--- src/rtl/stk_seq_pkg.sv ---
// Package: shared types for the stack and interrupt sequencer.
// Assumes: opcode codes are fixed by the external decoder contract.
package stk_seq_pkg;

    typedef enum logic [1:0] {ST_FETCH, ST_DEC, ST_EX1, ST_EX2} st_e;

    typedef enum logic [3:0] {
        OP_NOP   = 4'd0,
        OP_CALL  = 4'd1,
        OP_ICALL = 4'd2,
        OP_RET   = 4'd3,
        OP_RETI  = 4'd4,
        OP_PSHF  = 4'd5,
        OP_POPF  = 4'd6,
        OP_PUSH  = 4'd7,
        OP_POP   = 4'd8,
        OP_INT   = 4'd9
    } op_e;

    typedef enum logic {AS_PC, AS_SP} asel_e;
    typedef enum logic [1:0] {WS_PC, WS_PC1, WS_FR, WS_RF} wsel_e;
    typedef enum logic [2:0] {PL_HOLD, PL_INC, PL_RD, PL_RF, PL_IV, PL_EXC} psel_e;

    typedef struct packed {
        asel_e asel;     // memory address source
        logic  mem_we;   // memory write strobe
        wsel_e wsel;     // memory write data source
        logic  sp_inc;   // pre-increment for pops
        logic  sp_dec;   // post-decrement for pushes
        psel_e psel;     // program counter update source
        logic  fr_ld;    // load flags from memory data
        logic  ie_clr;   // clear interrupt enable
        logic  iv_save;  // save faulting address
        logic  rf_rd_ar; // read index from ar field (else dr)
        logic  rf_we;    // register write from memory data
        logic  lat;      // capture register fields
        logic  busy;     // sequence still running
    } ctl_t;

endpackage

--- src/rtl/seq_sp_reg.sv ---
// Stack pointer register: +1 for pops, -1 for pushes.
// Assumes: the controller never asks for both directions at once.
module seq_sp_reg #(
    parameter int          DW       = 16,
    parameter logic [DW-1:0] SP_RESET = '1
) (
    input  logic          clk,
    input  logic          rst_n,
    input  logic          inc,
    input  logic          dec,
    output logic [DW-1:0] sp
);

    logic [DW-1:0] sp_q;

    // Step the stack pointer by one in the requested direction.
    always_ff @(posedge clk) begin
        if (!rst_n)   sp_q <= SP_RESET;
        else if (inc) sp_q <= sp_q + DW'(1);
        else if (dec) sp_q <= sp_q - DW'(1);
    end

    assign sp = sp_q;

    // the pointer only ever moves one word at a time
    a_r3_sp_step: assert property (@(posedge clk) disable iff (!rst_n)
        (sp_q == $past(sp_q)) || (sp_q == $past(sp_q) + DW'(1)) ||
        (sp_q == $past(sp_q) - DW'(1)));

    // a single step never goes both ways
    a_r3_one_dir: assert property (@(posedge clk) disable iff (!rst_n)
        !(inc && dec));

endmodule

--- src/rtl/seq_ctrl.sv ---
// Sequencer FSM: fetch slot, decode/dispatch, then up to two execute steps.
// Assumes: decoder outputs are valid in the decode cycle only.
module seq_ctrl
    import stk_seq_pkg::*;
(
    input  logic       clk,
    input  logic       rst_n,
    input  logic       irq_ok,
    input  logic [3:0] dec_op,
    input  logic       dec_illegal,
    output ctl_t       ctl
);

    st_e state_q, state_d;
    op_e op_q;

    // Advance the state and keep the opcode for the execute steps.
    always_ff @(posedge clk) begin
        if (!rst_n) begin
            state_q <= ST_FETCH;
            op_q    <= OP_NOP;
        end else begin
            state_q <= state_d;
            if (state_q == ST_DEC) op_q <= op_e'(dec_op);
        end
    end

    // Produce this cycle's control word and the next state.
    always_comb begin
        ctl     = '0;
        state_d = state_q;
        case (state_q)
            ST_FETCH: begin
                if (irq_ok) begin
                    ctl.asel = AS_SP; ctl.mem_we = 1'b1; ctl.wsel = WS_PC;
                    ctl.sp_dec = 1'b1; ctl.psel = PL_IV; ctl.ie_clr = 1'b1;
                end else begin
                    ctl.psel = PL_INC; ctl.busy = 1'b1;
                    state_d  = ST_DEC;
                end
            end
            ST_DEC: begin
                ctl.lat = 1'b1;
                state_d = ST_FETCH;
                if (dec_illegal) begin
                    ctl.psel = PL_EXC; ctl.iv_save = 1'b1;
                end else begin
                    case (op_e'(dec_op))
                        OP_CALL: begin
                            ctl.asel = AS_SP; ctl.mem_we = 1'b1; ctl.wsel = WS_PC1;
                            ctl.sp_dec = 1'b1; ctl.busy = 1'b1; state_d = ST_EX1;
                        end
                        OP_ICALL: begin
                            ctl.asel = AS_SP; ctl.mem_we = 1'b1; ctl.wsel = WS_PC;
                            ctl.sp_dec = 1'b1; ctl.psel = PL_RF; ctl.rf_rd_ar = 1'b1;
                        end
                        OP_RET, OP_RETI, OP_POPF, OP_POP: begin
                            ctl.sp_inc = 1'b1; ctl.busy = 1'b1; state_d = ST_EX1;
                        end
                        OP_PSHF: begin
                            ctl.asel = AS_SP; ctl.mem_we = 1'b1; ctl.wsel = WS_FR;
                            ctl.sp_dec = 1'b1;
                        end
                        OP_PUSH: begin
                            ctl.asel = AS_SP; ctl.mem_we = 1'b1; ctl.wsel = WS_RF;
                            ctl.sp_dec = 1'b1;
                        end
                        OP_INT: begin
                            ctl.asel = AS_SP; ctl.mem_we = 1'b1; ctl.wsel = WS_PC;
                            ctl.sp_dec = 1'b1; ctl.psel = PL_IV;
                        end
                        default: ;
                    endcase
                end
            end
            ST_EX1: begin
                ctl.asel = (op_q == OP_CALL) ? AS_PC : AS_SP;
                ctl.busy = 1'b1;
                state_d  = ST_EX2;
            end
            default: begin
                state_d = ST_FETCH;
                case (op_q)
                    OP_CALL, OP_RET: ctl.psel = PL_RD;
                    OP_RETI: begin ctl.psel = PL_RD; ctl.ie_clr = 1'b1; end
                    OP_POPF: ctl.fr_ld = 1'b1;
                    OP_POP:  ctl.rf_we = 1'b1;
                    default: ;
                endcase
            end
        endcase
    end

    // a finished sequence is always followed by a fresh fetch slot
    a_r12_busy_boundary: assert property (@(posedge clk) disable iff (!rst_n)
        !ctl.busy |=> (state_q == ST_FETCH));

    // the fetch slot writes memory only for an accepted interrupt
    a_r11_irq_gate: assert property (@(posedge clk) disable iff (!rst_n)
        (state_q == ST_FETCH && ctl.mem_we) |-> irq_ok);

endmodule

--- src/rtl/stk_irq_seq.sv ---
// Top: PC, flags and saved-vector registers plus memory/register-file muxes.
// Assumes: synchronous memory (data one cycle after address), combinational
// register-file read, and decoder outputs derived from mem_rdata.
module stk_irq_seq
    import stk_seq_pkg::*;
#(
    parameter int            DW       = 16,
    parameter int            RW       = 6,
    parameter int            AW       = 3,
    parameter int            AR_BASE  = 56,
    parameter int            IE_BIT   = 15,
    parameter logic [DW-1:0] PC_RESET = 16'h0000,
    parameter logic [DW-1:0] SP_RESET = 16'hFFFF,
    parameter logic [DW-1:0] IV_RESET = 16'h0010,
    parameter logic [DW-1:0] EXC_VEC  = 16'h0002
) (
    input  logic          clk,
    input  logic          rst_n,
    input  logic          irq,
    input  logic [3:0]    dec_op,
    input  logic          dec_illegal,
    input  logic [RW-1:0] dec_dr,
    input  logic [AW-1:0] dec_ar,
    input  logic [DW-1:0] mem_rdata,
    output logic [DW-1:0] mem_addr,
    output logic [DW-1:0] mem_wdata,
    output logic          mem_we,
    input  logic [DW-1:0] rf_rdata,
    output logic [RW-1:0] rf_raddr,
    output logic          rf_we,
    output logic [RW-1:0] rf_waddr,
    output logic [DW-1:0] rf_wdata,
    output logic [DW-1:0] pc,
    output logic [DW-1:0] sp,
    output logic [DW-1:0] flags,
    output logic [DW-1:0] ivec,
    output logic          busy
);

    localparam logic [RW-1:0] AR_OFS = RW'(AR_BASE);

    ctl_t          ctl;
    logic [DW-1:0] pc_q, fr_q, iv_q;
    logic [RW-1:0] dr_q;

    seq_ctrl u_ctrl (
        .clk         (clk),
        .rst_n       (rst_n),
        .irq_ok      (irq && fr_q[IE_BIT]),
        .dec_op      (dec_op),
        .dec_illegal (dec_illegal),
        .ctl         (ctl)
    );

    seq_sp_reg #(.DW(DW), .SP_RESET(SP_RESET)) u_sp (
        .clk   (clk),
        .rst_n (rst_n),
        .inc   (ctl.sp_inc),
        .dec   (ctl.sp_dec),
        .sp    (sp)
    );

    // Select memory address and write data for the current step.
    always_comb begin
        mem_addr = (ctl.asel == AS_SP) ? sp : pc_q;
        case (ctl.wsel)
            WS_PC:   mem_wdata = pc_q;
            WS_PC1:  mem_wdata = pc_q + DW'(1);
            WS_FR:   mem_wdata = fr_q;
            default: mem_wdata = rf_rdata;
        endcase
    end

    assign mem_we   = ctl.mem_we;
    assign rf_raddr = ctl.rf_rd_ar ? (AR_OFS + RW'(dec_ar)) : dec_dr;
    assign rf_we    = ctl.rf_we;
    assign rf_waddr = dr_q;
    assign rf_wdata = mem_rdata;

    // Update the program counter from the selected source.
    always_ff @(posedge clk) begin
        if (!rst_n) pc_q <= PC_RESET;
        else begin
            case (ctl.psel)
                PL_INC:  pc_q <= pc_q + DW'(1);
                PL_RD:   pc_q <= mem_rdata;
                PL_RF:   pc_q <= rf_rdata;
                PL_IV:   pc_q <= iv_q;
                PL_EXC:  pc_q <= EXC_VEC;
                default: ;
            endcase
        end
    end

    // Load flags from the stack or drop the interrupt-enable bit.
    always_ff @(posedge clk) begin
        if (!rst_n)          fr_q <= '0;
        else if (ctl.fr_ld)  fr_q <= mem_rdata;
        else if (ctl.ie_clr) fr_q[IE_BIT] <= 1'b0;
    end

    // Record the faulting opcode address and the pop destination.
    always_ff @(posedge clk) begin
        if (!rst_n) begin
            iv_q <= IV_RESET;
            dr_q <= '0;
        end else begin
            if (ctl.iv_save) iv_q <= pc_q - DW'(1);
            if (ctl.lat)     dr_q <= dec_dr;
        end
    end

    assign pc    = pc_q;
    assign flags = fr_q;
    assign ivec  = iv_q;
    assign busy  = ctl.busy;

    // every memory write lands on the stack pointer
    a_r3_write_at_sp: assert property (@(posedge clk) disable iff (!rst_n)
        mem_we |-> (mem_addr == sp));

    // a fetch slot advances PC by exactly one
    a_r2_fetch_inc: assert property (@(posedge clk) disable iff (!rst_n)
        (ctl.psel == PL_INC) |=> (pc_q == $past(pc_q) + DW'(1)));

    // exception lands on the fixed vector and saves the opcode address
    a_r10_exc_vec: assert property (@(posedge clk) disable iff (!rst_n)
        ctl.iv_save |=> (pc_q == EXC_VEC) && (iv_q == $past(pc_q) - DW'(1)));

    // accepting a hardware interrupt leaves interrupts disabled
    a_r11_irq_clears: assert property (@(posedge clk) disable iff (!rst_n)
        (ctl.psel == PL_IV && ctl.ie_clr) |=> !fr_q[IE_BIT]);

endmodule

--- config.mk ---
export PLATFORM = sky130hd
export DESIGN_NAME = stk_irq_seq
export DESIGN_NICKNAME = d
export VERILOG_FILES = /design/src/rtl/stk_seq_pkg.sv /design/src/rtl/seq_sp_reg.sv /design/src/rtl/seq_ctrl.sv /design/src/rtl/stk_irq_seq.sv
export SDC_FILE = /design/constraint.sdc
export NUM_CORES = 1
export LEC_CHECK = 0
export ABC_AREA = 1
export BUFFER_PORTS_ARGS = -buffer_cell sky130_fd_sc_hd__buf_2
export CAP_MARGIN = 20
export CORE_MARGIN = 5
export CORE_UTILIZATION = 53
export CTS_CLUSTER_DIAMETER = 120
export CTS_CLUSTER_SIZE = 20
export DETAILED_ROUTE_END_ITERATION = 8
export GPL_TIMING_DRIVEN = 0
export PLACE_DENSITY = 0.91
export SLEW_MARGIN = 5
export SYNTH_ARGS = -nofsm -noshare
export SYNTH_HDL_FRONTEND = slang
export SYNTH_HIERARCHICAL = 1
export SYNTH_SLANG_ARGS = --single-unit
--- constraint.sdc ---
create_clock -name clk -period 3 [get_ports clk]
set_input_delay 0.15 -clock clk [delete_from_list [all_inputs] [get_ports clk]]
set_output_delay 0.15 -clock clk [all_outputs]
set_load 0.005 [all_outputs]
# After elaboration in Yosys (flattened, before gate mapping)

Index checks and enable logic that the tools add are counted.

Register bits after elaboration: 76
Output and inout bits: 127
Logic and storage cells: 93

Add/sub/neg operators: 5
Equality and inequality tests: 24
Mux-type cells: 43
Reduce and logical (&&, ||, !) cells: 13

Operator list:

| operator                                            | number |
|---|---|
| case mux 16 bit (5 select lines)                    | 1 |
| 2-to-1 mux 16 bit                                   | 3 |
| case mux 16 bit (3 select lines)                    | 1 |
| adder 16 x 1 -> 16 bit (second input constant)      | 2 |
| subtractor 16 x 1 -> 16 bit (second input constant) | 2 |
| == test 4 x 3 -> 1 bit (second input constant)      | 6 |
| 2-to-1 mux 1 bit                                    | 19 |
| case mux 4 bit (4 select lines)                     | 1 |
| == test 4 x 2 -> 1 bit (second input constant)      | 3 |
| == test 4 bit (second input constant)               | 3 |
| 2-to-1 mux 6 bit                                    | 2 |
| case mux 3 bit (2 select lines)                     | 2 |
| 2-to-1 mux 2 bit                                    | 5 |
| OR reduction 5 bit                                  | 2 |
| case mux 3 bit (3 select lines)                     | 1 |
| == test 4 x 1 -> 1 bit (second input constant)      | 2 |
| == test 3 x 2 -> 1 bit (second input constant)      | 2 |
| == test 3 bit (second input constant)               | 2 |
| 2-to-1 mux 3 bit                                    | 2 |
| case mux 1 bit (3 select lines)                     | 2 |
| case mux 2 bit (3 select lines)                     | 1 |
| OR reduction 3 bit                                  | 2 |
| adder 4 x 4 -> 5 bit (first input constant)         | 1 |
| nonzero test 5 bit                                  | 1 |
| 11 further kinds                                    | 17 |

# Depth between registers and ports, before layout

Depth after elaboration: 7
Gate-level depth with buffers: 17

# Modules after synthesis

The synthesis kept the hierarchy.

By module, submodules not included:

| module      | instances | cells an instance | area an instance (um2) |
|---|---|---|---|
| stk_irq_seq | 1         | 639               | 3821.2 |
| seq_sp_reg  | 1         | 217               | 1375.1 |
| seq_ctrl    | 1         | 80                | 503.0 |

# Worst setup path before layout

Ideal clock, no wire load.

Path type: register to register
From: reg u_ctrl.state_q[1]
To: reg u_sp.sp_q[15] (netlist: u_sp/sp[15])
Library setup time: 118 ps
Arrival: 2174 ps
Setup slack: 709 ps
Stages on the path, launching flop included: 18
Buffers on the path: 0
Clock period less this slack: 2291 ps
Cells stage by stage: dfxtp_1 -> inv_2 -> nand3_2 -> nor2_1 -> nand2_1 -> inv_1 -> inv_1 -> ha_1 -> nand2_1 -> inv_1 -> a21oi_2 -> nand2_2 -> nand2_1 -> nand2_1 -> nand2_1 -> nand2_1 -> nand2_1 -> nand3_2

RTL lines:

| item                     | line             | RTL |
|---|---|---|
| start: declaration       | seq_ctrl.sv:14   | `st_e state_q, state_d;` |
| start signal: assignment | seq_ctrl.sv:23   | `state_q <= state_d;` |
| end signal: assignment   | seq_sp_reg.sv:19 | `else if (inc) sp_q <= sp_q + DW'(1);` |
| end signal: assignment   | seq_sp_reg.sv:20 | `else if (dec) sp_q <= sp_q - DW'(1);` |
| end: declaration         | seq_sp_reg.sv:14 | `logic [DW-1:0] sp_q;` |

==> results <==
- The run finished with clean final reports.
- In this run, placement finished with an instance count of 1247.
- For this run, the total global-route usage over all layers was measured as 31.00%.
- Of the synthesized area, sequential elements account for 26.70%.
- In this run the static leakage power is 3.531 nW.
- The aggregate global routing overflow is 0.
- The number of antenna diodes in the final layout is 0.
- The routability-driven placement congestion ratio is 0.9946.
- The number of buffers added by the clock tree synthesis step is 9.
- Synthesis produced a netlist with a net count of 1002.
- The number of fill cells is 952.
- Dividing total power by cell area gives a power density of 418.6 nW/um^2.
- In the routed layout, each cell is associated on average with a via count of 5.675.
- The total DRC errors in the routed layout is 0.
- The transition time of the tightest slew-check pin is 0.7226 ns.
- Synthesis handed over a netlist of 936 instances.
- For the worst setup path, the data arrival time is 2.72 ns.
- The total via count in the routed design is 7168.
- The layout net count is 1189.
- The critical path start-end classification is flop to output port.
- In this run the clock root is driven by a clkbuf_8.
- The effective utilization at floorplan is 54.71%.
- The capturing element type of the critical path is an output port.
- The core area is 10420 sq um.
- The number of warnings printed during yosys synthesis is 6.
- The most common cell type on the critical path is nand2_1.
- Summing all multi-input logic gate instances after layout gives 3517 sq um.
- The completed layout was analyzed and its total power is 2.923 mW.
- The level count of the clock H-tree is 3.
- Headroom to the max-slew limit came out at 51.83%.
- The share of final-layout standard cells stronger than drive strength 1 is 24.58%.
- The clock latency of the later-clocked register in the worst-skew pair is 0.37 ns.
- The signal on the critical path passes through nand3_2, inv_1, nand2_1, nor2_1, nand2_1, inv_1, clkbuf_1, nand2_1, o2111ai_1, buf_2.
- Among all stages on the critical path, the largest delay is contributed by clkbuf_1.
- The total negative slack for setup checks is 0 ns.
- The number of global-route vias before repair is 6842.
- For this run, the slowest stage of the critical path takes 0.48 ns.
- The first global-routing pass estimated 32.58 mm of wire.
- The buffer levels on the longest clock path is 2.
- Setup repair after global routing left no endpoint under its margin.
- Excluding fillers, the count of instances in the completed layout stands at 1263.
- Once detailed placement completed, the half-perimeter wirelength came to 15.97 mm.
- The number of sinks driven by the clock tree is 76.
- The top fanout value on the critical path is 10.
- For this block, the initial DRC count from the detailed router was 814.
- The worst path needs 2.871 ns of the cycle, external delays included.
- Setup violations remaining at the end of the flow were counted as 0.
- The first detailed-routing pass ran for 6 iterations.
- The wire length after detailed routing is 20.39 mm.
- Dividing the detail-routed wire length by the instance count gives 16.14 um.
- The hold-fix buffer count after cts is 0.
- The total die area is 12930 sq um.
- The count of port buffers added during placement is 175.
- The endpoint required time on the critical path is 2.85 ns.
- The initial antenna violation count is 0.
- The pin count of the biggest net entering global routing is 17.
- The max-slew violation count is 0.
- The post-synthesis instance area is 5699 sq um.
- The maximum frequency from static timing analysis is 348.3 MHz.
- Between clock sinks in the finished design, the worst skew comes to 0.01114 ns.
- The period utilization is 95.69%.
- From left edge to right edge, the die measures 113.7 um.
- After synthesis, the netlist uses 45 different library cells.
- The final count of hold timing violations is 0.
- The clock edge transition at the registers on the reported setup and hold paths is 0.09 ns.
- Pin placement for this block handled 176 I/O pins.
- The area occupied by registers is 1521 sq um.
- The number of placement rows is 37.
- The worst setup path is launched from a flop.
- The class of the most critical hold timing path is input port to flop.
- The count of nets left with antenna violations once routing finished came out at 0.
- The maximum resistive drop on vdd is 0.2198 mV.
- The per-instance average area after synthesis is 6.089 sq um.
- The die height is 113.7 um.
- The tool flagged a number of max-cap violations equal to 0.
- The CTS tree is yes.
- After synthesis the netlist holds a flip-flop and latch count of 76.
- The synthesis-to-layout area growth is 22.52%.
==> layout by cell type (no fill, tap or decap), drive strengths merged, types with 8 or more instances in the layout <==
cell     instances
a21oi           58
buf            207
clkbuf          26
dfxtp           76
ha              16
inv             99
nand2          260
nand3           85
nand4           22
nor2           139
o2111ai          8
o21ai           75
or2              8
==> final timing paths <==
check / start / end / slack [ns] / depth (start not counted)
worst max-delay path: u_ctrl/state_q[0] / mem_wdata[1] / 0.13 / 10
worst min-delay path: dec_dr[4] / rf_waddr[4] / 0.02 / 3
worst max register to register: u_ctrl/state_q[0] / u_sp/sp[15] / 0.32 / 15
worst min register to register: u_ctrl/op_q[2] / u_ctrl/op_q[2] / 0.50 / 2
==> layout make-up <==
class	count	area share, %
multi-input cells	710	50.37
flip-flops and latches	76	21.79
repair buffers	176	12.83
inverters	102	5.644
plain buffers	48	3.870
well taps	136	2.437
clock buffers	9	1.774
clock inverters	6	1.290
==> per-stage QoR <==
| stage | hold WS [ns] | utilization, % | setup slack [ns] | instance area [sq um] |
|---|---|---|---|---|
| after global routing | 0.03007 | 67.04 | 0.007851 | 6983 |
| final | 0.01581 | 67.04 | 0.1293 | 6983 |
| after global placement | 0.3844 | 64.76 | 0.2973 | 6745 |
| after detailed placement | 0.3937 | 64.76 | 0.2711 | 6745 |
| after CTS | 0.008061 | 66.81 | 0.2043 | 6959 |
| after floorplan | 0.2238 | - | 0.7088 | 5699 |
==> routing by layer <==
metal  vias up  GRT usage [%]  routed length (um)
met5         -          1.569                  36
met4         2          16.51                 867
met3        76          6.419                2436
met2       450          48.29                9011
met1      3224          40.11                8039
li1       3416              -                   -
==> Yosys cell counts (all sizes together) <==
master	number	area, sq um
and2	1	6.260
o21ai	75	375.4
o21bai	2	15.01
fa	1	20.02
a31oi	4	25.02
o2111ai	8	70.07
clkbuf	17	63.81
a41oi	1	8.760
ha	16	200.2
inv	100	382.9
nand3b	4	30.03
a21oi	58	309.0
xor2	7	61.31
buf	31	206.5
a22oi	1	7.510
or2	8	50.05
nand3	85	455.4
xnor2	2	17.52
clkinv	2	7.510
o21a	2	15.01
o211ai	5	47.54
nor3	5	25.02
nor2	139	608.1
dfxtp	76	1521
nor3b	1	7.510
nand2	260	1003
and3	1	6.260
nand4	22	137.6
a211oi	2	15.01
==> where the power goes <==
part           internal, mW  switching, mW  total (mW)
clock network         0.464          0.432       0.896
logic                 0.331          0.556       0.887
registers              1.07         0.0688        1.14
total                  1.87           1.06        2.92
==> worst max-delay path: cells and delay by family (launching register included) <==
family / cells / cell delay (ns)
buf+inv: 4 / 0.97
simple gates: 5 / 0.80
flops: 1 / 0.46
compound gates: 1 / 0.13
==> kinds of logic (layout without fill, tap and decap cells) <==
logic type / after synthesis / after routing / share of synthesized area, %
buffers and inverters: 150 / 341 / 11.59
flip-flops: 76 / 76 / 26.70
XOR/XNOR: 9 / 9 / 1.383
AND/OR/NAND/NOR: 526 / 526 / 40.88
adder cells (fa/ha/maj): 17 / 17 / 3.864
AO/OA/AOI/OAI: 158 / 158 / 15.59
==> sequential cells by signal, summed over array words and instances, names as in the netlist <==
name            cells
pc                 16
ivec               16
rf_waddr            6
u_ctrl/state_q      2
flags              16
u_ctrl/op_q         4
u_sp/sp            16
==> timing repair <==
action / 4_1_cts / 5_1_grt
gates resized for setup: 0 / 1
setup buffers: 0 / 1
endpoints found under the setup margin: 0 / 5
(Power assumes the default switching activity.)
